## src/rtl/spim_pkg.sv

```systemverilog
package spim_pkg;

  localparam int BYTE_W = 8;
  localparam int REG_AW = 4;
  localparam int IRQ_W  = 6;

  typedef enum logic [REG_AW-1:0] {
    RA_CTRL  = 4'd0,
    RA_STAT  = 4'd1,
    RA_TXD   = 4'd2,
    RA_RXD   = 4'd3,
    RA_SEL   = 4'd4,
    RA_SRST  = 4'd5,
    RA_GIE   = 4'd6,
    RA_ISTAT = 4'd7,
    RA_IEN   = 4'd8
  } reg_addr_e;

  // control word bit positions
  localparam int CB_EN     = 1;
  localparam int CB_MASTER = 2;
  localparam int CB_CPOL   = 3;
  localparam int CB_CPHA   = 4;
  localparam int CB_TXRST  = 5;
  localparam int CB_RXRST  = 6;
  localparam int CB_MANSS  = 7;
  localparam int CB_HOLD   = 8;
  localparam int CTRL_W    = 9;
  localparam logic [CTRL_W-1:0] CTRL_KEEP = 9'h19E;

  // interrupt status bit positions
  localparam int IB_TXDONE = 2;
  localparam int IB_TXDROP = 3;
  localparam int IB_RXFILL = 4;
  localparam int IB_RXOVR  = 5;

  localparam int GIE_BIT = 31;
  localparam logic [7:0] SRST_KEY = 8'h0A;

  function automatic logic irq_level(input logic gie, input logic [IRQ_W-1:0] st,
                                     input logic [IRQ_W-1:0] en);
    return gie & (|(st & en));
  endfunction

  // leading edges are even-numbered (0,2,..); CPHA=0 samples on them
  function automatic logic is_sample_edge(input logic leading, input logic cpha);
    return leading ^ cpha;
  endfunction

endpackage

```

## src/rtl/spim_fifo.sv

```systemverilog
module spim_fifo #(
  parameter int DEPTH = 16,
  parameter int W     = 8
) (
  input  logic                   clk,
  input  logic                   rst_n,
  input  logic                   flush,
  input  logic                   push,
  input  logic [W-1:0]           din,
  input  logic                   pop,
  output logic [W-1:0]           dout,
  output logic                   empty,
  output logic                   full,
  output logic [$clog2(DEPTH):0] count
);
  localparam int AW = (DEPTH > 1) ? $clog2(DEPTH) : 1;
  localparam int CW = $clog2(DEPTH) + 1;

  logic [W-1:0]  mem [DEPTH];
  logic [AW-1:0] wp, rp;
  logic [CW-1:0] cnt;
  logic          do_push, do_pop;

  assign empty   = (cnt == '0);
  assign full    = (cnt == CW'(DEPTH));
  assign do_push = push & ~full;
  assign do_pop  = pop & ~empty;
  assign dout    = mem[rp];
  assign count   = cnt;

  function automatic logic [AW-1:0] nxt(input logic [AW-1:0] p);
    return (p == AW'(DEPTH - 1)) ? '0 : p + 1'b1;
  endfunction

  always_ff @(posedge clk) begin
    if (do_push && !flush) mem[wp] <= din;
  end

  always_ff @(posedge clk or negedge rst_n) begin
    if (!rst_n) begin
      wp <= '0; rp <= '0; cnt <= '0;
    end else if (flush) begin
      wp <= '0; rp <= '0; cnt <= '0;
    end else begin
      if (do_push) wp <= nxt(wp);
      if (do_pop)  rp <= nxt(rp);
      case ({do_push, do_pop})
        2'b10:   cnt <= cnt + 1'b1;
        2'b01:   cnt <= cnt - 1'b1;
        default: cnt <= cnt;
      endcase
    end
  end
endmodule

```

## src/rtl/spim_shift.sv

```systemverilog
module spim_shift
  import spim_pkg::*;
#(
  parameter int HALF = 4
) (
  input  logic              clk,
  input  logic              rst_n,
  input  logic              clr,
  input  logic              cpol,
  input  logic              cpha,
  input  logic              start,
  input  logic [BYTE_W-1:0] din,
  input  logic              miso,
  output logic              busy,
  output logic              done,
  output logic [BYTE_W-1:0] dout,
  output logic              sck,
  output logic              mosi
);
  localparam int CW = (HALF > 1) ? $clog2(HALF) : 1;

  logic              busy_q, phase_q, mosi_q, tick;
  logic [CW-1:0]     cnt_q;
  logic [3:0]        edge_q;
  logic [BYTE_W-1:0] tx_sh, rx_sh;

  assign tick = (cnt_q == CW'(HALF - 1));
  assign busy = busy_q;
  assign done = busy_q & tick & (edge_q == 4'hF);
  assign dout = cpha ? {rx_sh[BYTE_W-2:0], miso} : rx_sh;
  assign sck  = cpol ^ phase_q;
  assign mosi = mosi_q;

  always_ff @(posedge clk or negedge rst_n) begin
    if (!rst_n) begin
      busy_q <= 1'b0; phase_q <= 1'b0; mosi_q <= 1'b0;
      cnt_q <= '0; edge_q <= '0; tx_sh <= '0; rx_sh <= '0;
    end else if (clr) begin
      busy_q <= 1'b0; phase_q <= 1'b0; mosi_q <= 1'b0;
      cnt_q <= '0; edge_q <= '0; tx_sh <= '0; rx_sh <= '0;
    end else if (!busy_q) begin
      if (start) begin
        busy_q  <= 1'b1;
        cnt_q   <= '0;
        edge_q  <= '0;
        phase_q <= 1'b0;
        if (!cpha) begin
          mosi_q <= din[BYTE_W-1];
          tx_sh  <= {din[BYTE_W-2:0], 1'b0};
        end else begin
          tx_sh  <= din;
        end
      end
    end else if (tick) begin
      cnt_q   <= '0;
      phase_q <= ~phase_q;
      if (is_sample_edge(~edge_q[0], cpha)) begin
        rx_sh <= {rx_sh[BYTE_W-2:0], miso};
      end else begin
        mosi_q <= tx_sh[BYTE_W-1];
        tx_sh  <= {tx_sh[BYTE_W-2:0], 1'b0};
      end
      if (edge_q == 4'hF) busy_q <= 1'b0;
      edge_q <= edge_q + 1'b1;
    end else begin
      cnt_q <= cnt_q + 1'b1;
    end
  end
endmodule

```

## src/rtl/spim_periph.sv

```systemverilog
module spim_periph
  import spim_pkg::*;
#(
  parameter int FIFO_DEPTH = 16,
  parameter int SCK_HALF   = 4,
  parameter int NSS        = 8
) (
  input  logic              clk,
  input  logic              rst_n,
  input  logic              bus_en,
  input  logic              bus_we,
  input  logic [REG_AW-1:0] bus_addr,
  input  logic [31:0]       bus_wdata,
  output logic [31:0]       bus_rdata,
  input  logic              miso,
  output logic              sck,
  output logic              mosi,
  output logic [NSS-1:0]    ss_n,
  output logic              irq
);
  localparam int FCW = $clog2(FIFO_DEPTH) + 1;
  localparam logic [NSS-1:0] SS_IDLE = '1;

  logic acc_wr, acc_rd, soft_rst, ctrl_wr, tx_wr, rx_rd, istat_wr;
  logic tx_flush, rx_flush;
  logic [CTRL_W-1:0] ctrl_q;
  logic [NSS-1:0]    ss_q;
  logic              gie_q;
  logic [IRQ_W-1:0]  ien_q, istat_q, ev;

  logic              tx_empty, tx_full, rx_empty, rx_full;
  logic [FCW-1:0]    tx_cnt, rx_cnt;
  logic [BYTE_W-1:0] tx_head, rx_head, sh_rx_byte;
  logic              sh_start, sh_busy, sh_done;
  logic              ctrl_cpol, ctrl_cpha, ctrl_hold, ctrl_manual;
  logic              tx_idle;
  logic              ss_all_high;

  assign acc_wr   = bus_en & bus_we;
  assign acc_rd   = bus_en & ~bus_we;
  assign soft_rst = acc_wr && (bus_addr == RA_SRST) && (bus_wdata[7:0] == SRST_KEY);
  assign ctrl_wr  = acc_wr && (bus_addr == RA_CTRL);
  assign tx_wr    = acc_wr && (bus_addr == RA_TXD);
  assign istat_wr = acc_wr && (bus_addr == RA_ISTAT);
  assign rx_rd    = acc_rd && (bus_addr == RA_RXD);
  assign tx_flush = soft_rst | (ctrl_wr & bus_wdata[CB_TXRST]);
  assign rx_flush = soft_rst | (ctrl_wr & bus_wdata[CB_RXRST]);

  assign ctrl_cpol   = ctrl_q[CB_CPOL];
  assign ctrl_cpha   = ctrl_q[CB_CPHA];
  assign ctrl_hold   = ctrl_q[CB_HOLD];
  assign ctrl_manual = ctrl_q[CB_MANSS];

  assign sh_start = ctrl_q[CB_EN] & ctrl_q[CB_MASTER] & ~ctrl_hold &
                    ~tx_empty & ~sh_busy & ~tx_flush;

  spim_fifo #(.DEPTH(FIFO_DEPTH), .W(BYTE_W)) u_txq (
    .clk(clk), .rst_n(rst_n), .flush(tx_flush),
    .push(tx_wr), .din(bus_wdata[BYTE_W-1:0]), .pop(sh_start),
    .dout(tx_head), .empty(tx_empty), .full(tx_full), .count(tx_cnt)
  );

  spim_fifo #(.DEPTH(FIFO_DEPTH), .W(BYTE_W)) u_rxq (
    .clk(clk), .rst_n(rst_n), .flush(rx_flush),
    .push(sh_done), .din(sh_rx_byte), .pop(rx_rd),
    .dout(rx_head), .empty(rx_empty), .full(rx_full), .count(rx_cnt)
  );

  spim_shift #(.HALF(SCK_HALF)) u_shift (
    .clk(clk), .rst_n(rst_n), .clr(soft_rst),
    .cpol(ctrl_cpol), .cpha(ctrl_cpha),
    .start(sh_start), .din(tx_head), .miso(miso),
    .busy(sh_busy), .done(sh_done), .dout(sh_rx_byte),
    .sck(sck), .mosi(mosi)
  );

  // interrupt events
  always_comb begin
    ev            = '0;
    ev[IB_TXDONE] = sh_done & tx_empty;
    ev[IB_TXDROP] = tx_wr & tx_full;
    ev[IB_RXFILL] = sh_done & ~rx_full & ~rx_rd & (rx_cnt == FCW'(FIFO_DEPTH - 1));
    ev[IB_RXOVR]  = sh_done & rx_full;
  end

  always_ff @(posedge clk or negedge rst_n) begin
    if (!rst_n) begin
      ctrl_q <= '0; ss_q <= SS_IDLE; gie_q <= 1'b0; ien_q <= '0; istat_q <= '0;
    end else if (soft_rst) begin
      ctrl_q <= '0; ss_q <= SS_IDLE; gie_q <= 1'b0; ien_q <= '0; istat_q <= '0;
    end else begin
      if (ctrl_wr) ctrl_q <= bus_wdata[CTRL_W-1:0] & CTRL_KEEP;
      if (acc_wr && bus_addr == RA_SEL) ss_q <= bus_wdata[NSS-1:0];
      if (acc_wr && bus_addr == RA_GIE) gie_q <= bus_wdata[GIE_BIT];
      if (acc_wr && bus_addr == RA_IEN) ien_q <= bus_wdata[IRQ_W-1:0];
      istat_q <= (istat_q & ~(istat_wr ? bus_wdata[IRQ_W-1:0] : '0)) | ev;
    end
  end

  assign tx_idle     = tx_empty & ~sh_busy;
  assign ss_n        = (ctrl_manual | sh_busy) ? ss_q : SS_IDLE;
  assign irq         = irq_level(gie_q, istat_q, ien_q);
  assign ss_all_high = &ss_q;

  always_comb begin
    bus_rdata = '0;
    case (bus_addr)
      RA_CTRL:  bus_rdata[CTRL_W-1:0] = ctrl_q;
      RA_STAT:  bus_rdata[4:0] = {1'b0, tx_full, tx_idle, rx_full, rx_empty};
      RA_RXD:   bus_rdata[BYTE_W-1:0] = rx_empty ? '0 : rx_head;
      RA_SEL:   bus_rdata[NSS-1:0] = ss_q;
      RA_GIE:   bus_rdata[GIE_BIT] = gie_q;
      RA_ISTAT: bus_rdata[IRQ_W-1:0] = istat_q;
      RA_IEN:   bus_rdata[IRQ_W-1:0] = ien_q;
      default:  bus_rdata = '0;
    endcase
  end
endmodule

```

## config.mk

```make
export PLATFORM = sky130hd
export DESIGN_NAME = spim_periph
export DESIGN_NICKNAME = d
export VERILOG_FILES = /design/src/rtl/spim_pkg.sv /design/src/rtl/spim_fifo.sv /design/src/rtl/spim_shift.sv /design/src/rtl/spim_periph.sv
export SDC_FILE = /design/constraint.sdc
export NUM_CORES = 1
export LEC_CHECK = 0
export CORE_ASPECT_RATIO = 1.4
export CORE_MARGIN = 4
export CORE_UTILIZATION = 60
export DETAILED_ROUTE_END_ITERATION = 16
export PLACE_DENSITY = 0.84
export SETUP_SLACK_MARGIN = 0.05
export SLEW_MARGIN = 20
export SYNTH_ARGS = -nofsm -noshare
export SYNTH_HDL_FRONTEND = slang
export SYNTH_SLANG_ARGS = --single-unit
```

## constraint.sdc

```tcl
create_clock -name clk -period 3.8 [get_ports clk]
set_input_delay 1.14 -clock clk [delete_from_list [all_inputs] [get_ports clk]]
set_output_delay 1.14 -clock clk [all_outputs]
set_load 0.005 [all_outputs]
```

==> flow_summary.ini <==
[sta]
setup_viol = 1
fmax_ghz = 0.262
period_minus_slack_ps = 3820
rsz0062_at_grt = yes
hold_slack_ps = 481
finalCritPeriodShare = 1.01
maxSlewHeadroom = 0.300
layout_setup_ws_ps = -23.8
finClkSkew_ps = 32.7
report.final.slew_viol_count = 0
finalHoldViolations = 0
tightest_slew_ps = 1050

[synthesis]
netlist_area_sq_um = 14800
netlist_top_cells_area = edfxtp_1, dfrtp_1, mux4_2
syn-mean-instance-area_sq_um = 14.6
synthArstFlopShare = 0.234
netlist_instances = 1014
synthTopCellsByCount = edfxtp_1, nand2_1, nor2_1
synth-seq-cells = 334
yosysSeqAreaShare = 0.651
ys_warn_count = 0
synthFlopType = edfxtp_1
yosys.area.top_type = edfxtp_1
synth.most_common_cell = edfxtp_1
synth_edf_count = 256
synth_cell_types = 69
synth_top_area_share = 0.518

[route]
vias = 9363
drtIter0Drc = 932
ant_nets = 0
drt-total-wl_mm = 36.9
drc = 0
firstDrtPassIters = 8
via_per_inst = 6.37
wl_per_cell_um = 25.1

[floorplan]
initial_core_util = 0.614
die_area_sq_um = 27300
die_h_um = 194
core_area_sq_um = 24100
ios = 84
num_rows = 67
die-width_um = 141

[pwr]
p_leak_nw = 6.25
vdd_drop_max_mv = 0.611
pwr_density_cell_nw_per_um2 = 614
totalPowerFinal_mw = 10.5

[clock_tree]
clockBufferDepth = 3
clock_sinks = 334
cts_tree = done
clk_pin_slew_ps = 60
ctsRootBufferMaster = clkbuf_16
clkLatencyLatePin_ps = 580
htreeDepth = 1
cts_hold_buf = 0
cts_buffers = 30

[global_routing]
groute.usage.overall = 0.273
grt_pass1_wl_mm = 56.8
gr-total-overflow = 0
grt_pass1_vias = 9603
grt_max_degree = 79
antenna_found_initial = 2

[final_layout]
drive_above_1_share = 0.246
nets = 1195
fillers = 1524
stdcell_count = 1469
area_growth_pct = 15.5
multiInputGateArea_sq_um = 4890
seq_area_sq_um = 9650

[outcome]
status = finished with violations
violations = setup timing

[critical_path]
worstPathRequired_ps = 2660
r2r_setup_slack_ps = 760
crit_fanout = 8
cp-end-kind = output port
worstSetupStartpointType = flip-flop
path_class = reg -> out
arrival_ps = 2680

[placement]
hpwl_mm = 24.2
dp.cells = 1409
routabilityCongestion = 0.942
port_buffers = 39

[worst_hold_path]
hold_class = reg -> reg

[job]
cap_violations = 0
## logic make-up after synthesis
logic type | Yosys count | share of synthesized area
adders and majority gates | 18 | 0.0157
DFF | 334 | 0.651
buffers and inverters | 90 | 0.0323
other | 1 | 0.000253
xor gates and xnor gates | 16 | 0.00945
and+or+nand+nor | 300 | 0.0969
muxes | 126 | 0.132
AOI/OAI and AO/OA | 129 | 0.0628
## worst paths after layout
path,cells after the start,to,start
setup / recovery,5,bus_rdata[6],u_rxq.rp[0]
hold / removal,2,u_shift.tx_sh[0],u_shift.tx_sh[0]
setup reg to reg,11,u_rxq.count[4],u_shift.busy
hold reg to reg,2,u_shift.tx_sh[0],u_shift.tx_sh[0]
max in group asynchronous,1,u_rxq.rp[0],rst_n
min in group asynchronous,1,u_shift.rx_sh[0],rst_n
## report_power, final
part	total, mW	leakage [nW]	internal [mW]	switching [mW]
Sequential	4.93	3.26	4.45	0.489
Clock	2.83	0.440	1.52	1.31
Combinational	2.75	2.54	1.27	1.48
Total	10.5	6.25	7.24	3.28
## routing by layer
metal / part of all wire / track usage / up-vias
li1: - / - / 4076
met1: 0.34 / 0.322 / 4599
met2: 0.52 / 0.476 / 535
met3: 0.076 / 0.0449 / 151
met4: 0.064 / 0.144 / 2
met5: 0.00035 / 0 / -
## layout make-up
cell class | count | area share
clock buffer | 34 | 0.0447
clock inverter | 20 | 0.00848
tap | 310 | 0.0226
multi-input combinational | 611 | 0.285
antenna | 1 | 0.000146
sequential | 334 | 0.564
timing repair buffer | 143 | 0.0716
inverter | 16 | 0.00351
## worst max-delay path, cell delays in order, from the launching register on
cell,delay (ps)
dfrtp_2,470
buf_12,170
mux4_2,540
mux4_2,490
a32o_2,310
buf_6,120
## sequential cells by signal (all words and copies together), names as in the netlist, 5 cells and up
register	cells
u_txq.mem	128
u_rxq.mem	128
ctrl_q	6
istat_q	6
ien_q	6
u_rxq.count	5
u_txq.count	5
ss_q	8
u_shift.rx_sh	8
u_shift.tx_sh	8
## placed cells by master, fill, tap and decap left out, types with 5 or more instances in the layout
master	n
clkbuf_16	30
dfstp_2	8
mux2i_1	57
nor2_1	76
clkinv_1	6
nand3_1	36
ha_1	17
o211ai_1	8
xnor2_1	6
buf_2	6
inv_1	12
a211o_1	5
a21o_1	6
buf_4	94
clkinv_2	7
nand2_1	98
mux2_2	15
clkdlybuf4s50_1	25
dlygate4sd2_1	5
dfrtp_1	68
o21ai_0	6
conb_1	22
xor2_1	10
nor4_1	5
edfxtp_1	256
buf_12	6
nor3_1	17
nand2b_1	7
buf_6	5
or2_2	9
a21oi_1	38
o221ai_1	9
nor2b_1	5
mux4_2	54
and2_1	7
o22ai_1	5
a22oi_1	11
## through the flow
stage	area, sq um	utilization	setup WS [ps]	TNS (ps)
2_1_floorplan	14900	-	352	0
5_1_grt	17100	0.709	-67.4	-105
3_3_place_gp	16100	0.665	-543	-4360
3_5_place_dp	16100	0.665	-583	-4720
4_1_cts	17100	0.708	-51.0	-79.2
6_report	17100	0.709	-23.8	-23.8
## what timing repair did
item | CTS | global route
buffers inserted | 3 | 2
pin swaps | 8 | 3
cloned | 1 | 0
resized for setup | 63 | 12
endpoints found under the setup margin | 10 | 9
No activity file was read; power rests on OpenSTA's default activity.
